==> src/rtl/sec_filter_pkg.sv <==
package sec_filter_pkg;

    localparam int unsigned ADDR_W         = 12;
    localparam int unsigned DATA_W         = 32;
    localparam int unsigned LINES_PER_BANK = 32;
    localparam int unsigned SCID_FW        = 3;
    localparam int unsigned SCID_LSB       = 4;
    localparam int unsigned CFEN_BIT       = 0;

    localparam logic [ADDR_W-1:0] OFS_SEC     = 12'h014;
    localparam logic [ADDR_W-1:0] OFS_PRIV    = 12'h018;
    localparam logic [ADDR_W-1:0] BANK_STRIDE = 12'h020;
    localparam logic [ADDR_W-1:0] OFS_LOCK    = 12'h070;
    localparam logic [ADDR_W-1:0] OFS_ECID    = 12'h180;
    localparam logic [ADDR_W-1:0] OFS_CCID    = 12'h300;

    typedef enum logic [2:0] {
        REG_NONE,
        REG_SEC,
        REG_PRIV,
        REG_LOCK,
        REG_ECID,
        REG_CCID
    } reg_kind_e;

    typedef struct packed {
        reg_kind_e  kind;
        logic [7:0] idx;
    } reg_sel_t;

    function automatic logic [DATA_W-1:0] pack_cid(input logic en,
                                                   input logic [SCID_FW-1:0] id);
        logic [DATA_W-1:0] w;
        w = '0;
        w[CFEN_BIT] = en;
        w[SCID_LSB +: SCID_FW] = id;
        return w;
    endfunction

endpackage

==> src/rtl/sf_decode.sv <==
module sf_decode
    import sec_filter_pkg::*;
#(
    parameter int unsigned NUM_BANKS = 2,
    parameter int unsigned NUM_LINES = 64,
    parameter int unsigned NUM_CPUS  = 4
) (
    input  logic [ADDR_W-1:0] addr,
    output reg_sel_t          sel
);

    localparam logic [ADDR_W-1:0] BANK_END = ADDR_W'(NUM_BANKS * BANK_STRIDE);
    localparam logic [ADDR_W-1:0] ECID_END = ADDR_W'(OFS_ECID + 4 * NUM_LINES);
    localparam logic [ADDR_W-1:0] CCID_END = ADDR_W'(OFS_CCID + 4 * NUM_CPUS);

    logic [ADDR_W-1:0] eoff;
    logic [ADDR_W-1:0] coff;

    assign eoff = addr - OFS_ECID;
    assign coff = addr - OFS_CCID;

    always_comb begin
        sel.kind = REG_NONE;
        sel.idx  = '0;
        if (addr[1:0] == 2'b00) begin
            if (addr < BANK_END) begin
                sel.idx = 8'(addr >> 5);
                if (addr[4:0] == OFS_SEC[4:0]) begin
                    sel.kind = REG_SEC;
                end else if (addr[4:0] == OFS_PRIV[4:0]) begin
                    sel.kind = REG_PRIV;
                end
            end else if (addr == OFS_LOCK) begin
                sel.kind = REG_LOCK;
            end else if (addr >= OFS_ECID && addr < ECID_END) begin
                sel.kind = REG_ECID;
                sel.idx  = 8'(eoff >> 2);
            end else if (addr >= OFS_CCID && addr < CCID_END) begin
                sel.kind = REG_CCID;
                sel.idx  = 8'(coff >> 2);
            end
        end
    end

endmodule

==> src/rtl/sf_line_gate.sv <==
module sf_line_gate
    import sec_filter_pkg::*;
#(
    parameter int unsigned NUM_LINES = 64,
    parameter int unsigned LINE_W    = 6
) (
    input  logic [NUM_LINES-1:0]              line_sec,
    input  logic [NUM_LINES-1:0]              line_priv,
    input  logic [NUM_LINES-1:0]              line_cfen,
    input  logic [NUM_LINES-1:0][SCID_FW-1:0] line_scid,
    input  logic [LINE_W-1:0]                 q_line,
    input  logic                              q_sec,
    input  logic                              q_priv,
    input  logic [SCID_FW-1:0]                q_cid,
    output logic                              q_grant
);

    localparam int unsigned PAD = 1 << LINE_W;

    logic [NUM_LINES-1:0] ok;
    logic [PAD-1:0]       ok_pad;
    logic                 q_trusted;

    assign q_trusted = q_sec && q_priv;

    for (genvar i = 0; i < NUM_LINES; i++) begin : g_line
        logic cid_ok;
        logic trusted_ok;
        logic open_ok;
        assign cid_ok     = !line_cfen[i] || (line_scid[i] == q_cid);
        assign trusted_ok = line_sec[i] && line_priv[i];
        assign open_ok    = (!line_sec[i] || q_sec) && (!line_priv[i] || q_priv);
        assign ok[i]      = cid_ok && (q_trusted ? trusted_ok : open_ok);
    end

    assign ok_pad  = PAD'(ok);
    assign q_grant = ok_pad[q_line];

endmodule

==> src/rtl/sec_filter.sv <==
module sec_filter
    import sec_filter_pkg::*;
#(
    parameter int unsigned NUM_BANKS = 2,
    parameter int unsigned NUM_CPUS  = 4,
    parameter int unsigned CID_WIDTH = 2,
    localparam int unsigned NUM_LINES = NUM_BANKS * LINES_PER_BANK,
    localparam int unsigned LINE_W    = $clog2(NUM_LINES)
) (
    input  logic               clk,
    input  logic               rst_n,
    input  logic               bus_req,
    input  logic               bus_we,
    input  logic [ADDR_W-1:0]  bus_addr,
    input  logic [DATA_W-1:0]  bus_wdata,
    input  logic               bus_sec,
    input  logic               bus_priv,
    output logic [DATA_W-1:0]  bus_rdata,
    output logic               bus_err,
    input  logic [LINE_W-1:0]  chk_line,
    input  logic               chk_sec,
    input  logic               chk_priv,
    input  logic [SCID_FW-1:0] chk_cid,
    output logic               chk_grant
);

    localparam logic [SCID_FW-1:0] MAX_CID = SCID_FW'((1 << CID_WIDTH) - 1);

    typedef struct packed {
        logic [NUM_LINES-1:0]              sec;
        logic [NUM_LINES-1:0]              priv;
        logic [NUM_LINES-1:0]              cfen;
        logic [NUM_LINES-1:0][SCID_FW-1:0] scid;
        logic [NUM_CPUS-1:0]               ccfen;
        logic [NUM_CPUS-1:0][SCID_FW-1:0]  cscid;
        logic                              lock;
        logic [DATA_W-1:0]                 rdata;
        logic                              err;
    } state_t;

    state_t st_d, st_q;

    reg_sel_t           sel;
    logic [DATA_W-1:0]  rd_val;
    logic [SCID_FW-1:0] wcid;
    logic               trusted;
    logic               is_cid_word;
    logic               cid_legal;
    logic               wr_ok;

    sf_decode #(
        .NUM_BANKS (NUM_BANKS),
        .NUM_LINES (NUM_LINES),
        .NUM_CPUS  (NUM_CPUS)
    ) i_decode (
        .addr (bus_addr),
        .sel  (sel)
    );

    assign wcid        = bus_wdata[SCID_LSB +: SCID_FW];
    assign trusted     = bus_sec && bus_priv;
    assign is_cid_word = (sel.kind == REG_ECID) || (sel.kind == REG_CCID);
    assign cid_legal   = (wcid <= MAX_CID);
    assign wr_ok       = trusted && !st_q.lock && (!is_cid_word || cid_legal);

    // Read multiplexer over the current register contents
    always_comb begin
        rd_val = '0;
        case (sel.kind)
            REG_SEC: begin
                for (int b = 0; b < NUM_BANKS; b++) begin
                    if (sel.idx == 8'(b)) begin
                        rd_val = st_q.sec[b*LINES_PER_BANK +: LINES_PER_BANK];
                    end
                end
            end
            REG_PRIV: begin
                for (int b = 0; b < NUM_BANKS; b++) begin
                    if (sel.idx == 8'(b)) begin
                        rd_val = st_q.priv[b*LINES_PER_BANK +: LINES_PER_BANK];
                    end
                end
            end
            REG_LOCK: rd_val = {{(DATA_W-1){1'b0}}, st_q.lock};
            REG_ECID: begin
                for (int i = 0; i < NUM_LINES; i++) begin
                    if (sel.idx == 8'(i)) begin
                        rd_val = pack_cid(st_q.cfen[i], st_q.scid[i]);
                    end
                end
            end
            REG_CCID: begin
                for (int c = 0; c < NUM_CPUS; c++) begin
                    if (sel.idx == 8'(c)) begin
                        rd_val = pack_cid(st_q.ccfen[c], st_q.cscid[c]);
                    end
                end
            end
            default: rd_val = '0;
        endcase
    end

    // Next-state computation
    always_comb begin
        st_d       = st_q;
        st_d.rdata = '0;
        st_d.err   = 1'b0;
        if (bus_req && (sel.kind != REG_NONE)) begin
            if (bus_we) begin
                if (wr_ok) begin
                    case (sel.kind)
                        REG_SEC: begin
                            for (int b = 0; b < NUM_BANKS; b++) begin
                                if (sel.idx == 8'(b)) begin
                                    st_d.sec[b*LINES_PER_BANK +: LINES_PER_BANK] = bus_wdata;
                                end
                            end
                        end
                        REG_PRIV: begin
                            for (int b = 0; b < NUM_BANKS; b++) begin
                                if (sel.idx == 8'(b)) begin
                                    st_d.priv[b*LINES_PER_BANK +: LINES_PER_BANK] = bus_wdata;
                                end
                            end
                        end
                        REG_LOCK: st_d.lock = st_q.lock | bus_wdata[0];
                        REG_ECID: begin
                            for (int i = 0; i < NUM_LINES; i++) begin
                                if (sel.idx == 8'(i)) begin
                                    st_d.cfen[i] = bus_wdata[CFEN_BIT];
                                    st_d.scid[i] = wcid;
                                end
                            end
                        end
                        REG_CCID: begin
                            for (int c = 0; c < NUM_CPUS; c++) begin
                                if (sel.idx == 8'(c)) begin
                                    st_d.ccfen[c] = bus_wdata[CFEN_BIT];
                                    st_d.cscid[c] = wcid;
                                end
                            end
                        end
                        default: st_d.err = 1'b0;
                    endcase
                end else begin
                    st_d.err = 1'b1;
                end
            end else if (bus_sec) begin
                st_d.rdata = rd_val;
            end else begin
                st_d.err = 1'b1;
            end
        end
    end

    always_ff @(posedge clk or negedge rst_n) begin
        if (!rst_n) begin
            st_q <= '0;
        end else begin
            st_q <= st_d;
        end
    end

    assign bus_rdata = st_q.rdata;
    assign bus_err   = st_q.err;

    sf_line_gate #(
        .NUM_LINES (NUM_LINES),
        .LINE_W    (LINE_W)
    ) i_gate (
        .line_sec  (st_q.sec),
        .line_priv (st_q.priv),
        .line_cfen (st_q.cfen),
        .line_scid (st_q.scid),
        .q_line    (chk_line),
        .q_sec     (chk_sec),
        .q_priv    (chk_priv),
        .q_cid     (chk_cid),
        .q_grant   (chk_grant)
    );

endmodule

==> config.mk <==
export PLATFORM = sky130hd
export DESIGN_NAME = sec_filter
export DESIGN_NICKNAME = d
export VERILOG_FILES = /design/src/rtl/sec_filter_pkg.sv /design/src/rtl/sf_decode.sv /design/src/rtl/sf_line_gate.sv /design/src/rtl/sec_filter.sv
export SDC_FILE = /design/constraint.sdc
export NUM_CORES = 1
export LEC_CHECK = 0
export CAP_MARGIN = 20
export CORE_ASPECT_RATIO = 0.7
export CORE_MARGIN = 5
export CORE_UTILIZATION = 40
export CTS_CLUSTER_SIZE = 28
export DETAILED_ROUTE_END_ITERATION = 7
export SLEW_MARGIN = 20
export SYNTH_ARGS = -nofsm -noshare
export SYNTH_HDL_FRONTEND = slang
export SYNTH_SLANG_ARGS = --single-unit
==> constraint.sdc <==
create_clock -name clk -period 5.3 [get_ports clk]
set_clock_uncertainty 0.05 [all_clocks]
set_input_delay 1.325 -clock clk [delete_from_list [all_inputs] [get_ports clk]]
set_output_delay 1.325 -clock clk [all_outputs]
set_load 0.02 [all_outputs]
==> metrics <==
Tcrit/Tclk final 98.2%; final setup margin 0.0929 ns; worst setup path end bus_rdata[0]$_DFF_PN0_; Die Y 222 µm; DP HPWL 86500 µm; Overflow after GRT 0; sequential area share after synthesis 42.3%; CTS H-tree lvls 2; CP most frequent cell buf_4; first-pass GRT wire length 166000 µm; area of the mapped netlist 0.0257 mm²; crit start category input pin; final setup TNS 0 ns; worst r2r src st_q[33]$_DFFE_PN0P_; Seq cells post-synth 434; Gate Count Post-Synth 2607; Post-Place Setup Slack -0.650 ns; synthesized area per cell 9.85 µm²; vias in the first global route 23800; yosys warns 0; Setup Crit Path Kind in -> reg; run status finished, final reports clean; Row Count 77; Worst Setup SP bus_addr[9]; routed vias 23900; Core Util, Final 50.9%; Slew Limit Fails 0; Core ar. 0.0634 mm²; die area 0.0694 mm²; I/O Pins 95; EDFF count, synth 0; RR Endpoint st_q[291]$_DFFE_PN0P_; LEAKAGE 0.0143 µW; clock root buffer clkbuf_16; HP Start st_q[42]$_DFFE_PN0P_; Critical Path, Cell by Cell clkdlybuf4s50_1 -> inv_1 -> buf_4 -> ha_1 -> a2111o_1 -> a31o_1 -> buf_4 -> buf_4 -> a22o_1 -> nand3_1 -> buf_4 -> buf_4 -> a21oi_1 -> o21ai_0 -> buf_4 -> nand2_1 -> nor4_1 -> buf_4 -> nor4_1 -> o32ai_1 -> buf_4; R2R setup slack 2.14 ns; Tot GR Track Use 31.9%; Worst Setup End Kind flop; area growth from synthesis to layout 25.8%; DR vias/cell 6.19; I/O Buffers 94; max_cap viols 0; largest net degree at the start of global routing 108; syn_nets 2673; CP peak stage delay 0.48 ns; share of layout cells above drive strength 1 30.5%; crit path max fanout 5; WP data required 5.82 ns; CTS tree done; Slew @ Worst Pin 1.08 ns; Skew-Pair Late Insertion Delay 0.62 ns; async set or reset register ratio after synthesis 100%; VDD IR max 0.000207 V; Filler cells 5832; reg2reg path depth 7; Slowest-stage cell, CP clkdlybuf4s50_1; critical path's top delay family buffers and inverters; die width 313 µm; initial antenna violation count 3; wire per inst 29.5 µm; Worst-path clk slew 0.07 ns; Starting DRT DRC Count 2840; final wirelength 114000 µm; Total Power 7550 µW; Initial Util 40.5%; CP bufs+invs 10; Max clock buf depth 3; HP Class reg -> reg; Peak Freq 192 MHz; DRC 0; Primary FF master, synth dfrtp_1; Hold Vio Cnt, Final 0; CTS Buf Count 47; Routed Antenna Nets 0; Final nets 3056; # setup viols final 0; Worst slew margin 28.0%; crit path DAT 5.73 ns; PwrDens 234 mW/mm²; Crit path depth 21; post-layout minimum cycle time 5.21 ns; Unique masters post-synth 96; Final GP Congestion 1.01; RSZ-0062 raised after global routing false; DR pass1 iterations 5; clock sink total 434
-- sequential cells by signal (all words and copies together) (netlist names) --
signal	count
st_q	401
bus_err	1
bus_rdata	32
-- cells in the mapped netlist (10+ instances only) --
| master | number | area [µm²] |
|---|---|---|
| o221ai_1 | 37 | 324 |
| a221oi_1 | 66 | 578 |
| dfrtp_1 | 434 | 10900 |
| nand2_1 | 231 | 867 |
| buf_1 | 19 | 71.3 |
| a22oi_1 | 12 | 90.1 |
| a211oi_1 | 10 | 75.1 |
| nor3_1 | 58 | 290 |
| o22a_1 | 17 | 149 |
| inv_1 | 45 | 169 |
| o21a_1 | 19 | 143 |
| nand3_1 | 87 | 435 |
| nor2b_1 | 27 | 169 |
| clkbuf_1 | 106 | 398 |
| xor2_1 | 48 | 420 |
| nand2b_1 | 10 | 62.6 |
| xnor2_1 | 146 | 1280 |
| o211ai_1 | 25 | 188 |
| o31ai_1 | 21 | 158 |
| buf_2 | 44 | 220 |
| nor2_1 | 132 | 495 |
| mux2_2 | 303 | 3410 |
| buf_4 | 39 | 293 |
| and2_1 | 48 | 300 |
| nand4_1 | 10 | 62.6 |
| a31oi_1 | 22 | 138 |
| mux2i_1 | 35 | 350 |
| o22ai_1 | 21 | 131 |
| a21oi_1 | 166 | 831 |
| o21ai_0 | 187 | 936 |
-- cell type report --
cell class                 instances  area, µm²  share of cell area [%]
sequential                       434      10900                    33.6
tap                              829       1040                    3.21
clock inverter                    20        216                   0.670
clock buffer                      65       1360                    4.20
antenna                            1       2.50                 0.00775
multi-input combinational       1913      13800                    42.6
timing repair buffer             549       4890                    15.2
inverter                          45        171                   0.531
-- metrics by stage --
| step | std cells | area (µm²) | hold slack, ns |
|---|---|---|---|
| 2_1_floorplan | 2607 | 25700 | 0.403 |
| 3_3_place_gp | 3766 | 30500 | 0.423 |
| 3_5_place_dp | 3766 | 30500 | 0.422 |
| 4_1_cts | 3852 | 32100 | 0.439 |
| 5_1_grt | 3855 | 32300 | 0.462 |
| 6_report | 3856 | 32300 | 0.440 |
-- worst min-delay path by stage --
stage                           end  slack (ns)  depth (start not counted)
3_5_place_dp   st_q[42]$_DFFE_PN0P_        0.42                          1
4_1_cts        st_q[42]$_DFFE_PN0P_        0.44                          1
3_3_place_gp   st_q[45]$_DFFE_PN0P_        0.42                          1
6_report       st_q[42]$_DFFE_PN0P_        0.44                          1
2_1_floorplan  st_q[45]$_DFFE_PN0P_        0.40                          1
5_1_grt        st_q[45]$_DFFE_PN0P_        0.46                          1
-- cell families after synthesis --
family | after synthesis | share of synthesized area [%]
AND/OR/NAND/NOR | 663 | 12.5
AO/OA/AOI/OAI | 706 | 18.4
flip-flops | 434 | 42.3
adder cells (fa/ha/maj) | 5 | 0.244
XOR/XNOR | 194 | 6.62
multiplexers | 344 | 15.1
buffers and inverters | 261 | 4.83
-- cells in the final DEF, fill, tap and decap left out, types with 14 or more instances in the layout --
cell type,instances
xnor2_1,146
nor3_1,49
nor3_2,14
a221oi_1,63
xor2_1,48
buf_4,410
dfrtp_1,434
o31ai_1,21
inv_1,44
clkbuf_16,49
and2_1,48
o22ai_1,21
o221ai_1,37
nand2_1,230
a31oi_1,22
mux2i_1,35
nor2b_1,27
o21a_1,19
a21oi_1,161
nand3_1,87
nor2_1,128
clkdlybuf4s50_1,83
o21ai_0,178
o211ai_1,25
mux2_2,303
buf_12,42
o22a_1,16
-- repair_timing --
item | CTS | global route
hold buffers | 0 | 0
setup endpoints to repair | 1 | 8
cloned | 1 | 1
buffers inserted | 0 | 2
hold endpoints to repair | 0 | 0
pin swaps | 0 | 9
gates resized for setup | 11 | 33
-- where the power goes --
part | leakage, µW | switching (µW) | internal [µW]
clock network | 0.000783 | 1490 | 1990
registers | 0.00589 | 1.54 | 3310
logic | 0.00759 | 467 | 290
total | 0.0143 | 1960 | 5590
-- layer usage --
layer / up-vias / wire, µm / track usage (%) / part of all wire [%]
met3: 174 / 12200 / 9.29 / 11
met5: - / 13 / 0 / 0.011
met4: 2 / 3740 / 9.66 / 3.3
met2: 1264 / 47600 / 46.1 / 42
li1: 10300 / - / - / -
met1: 12200 / 50200 / 46.2 / 44
(Power assumes the default switching activity.)
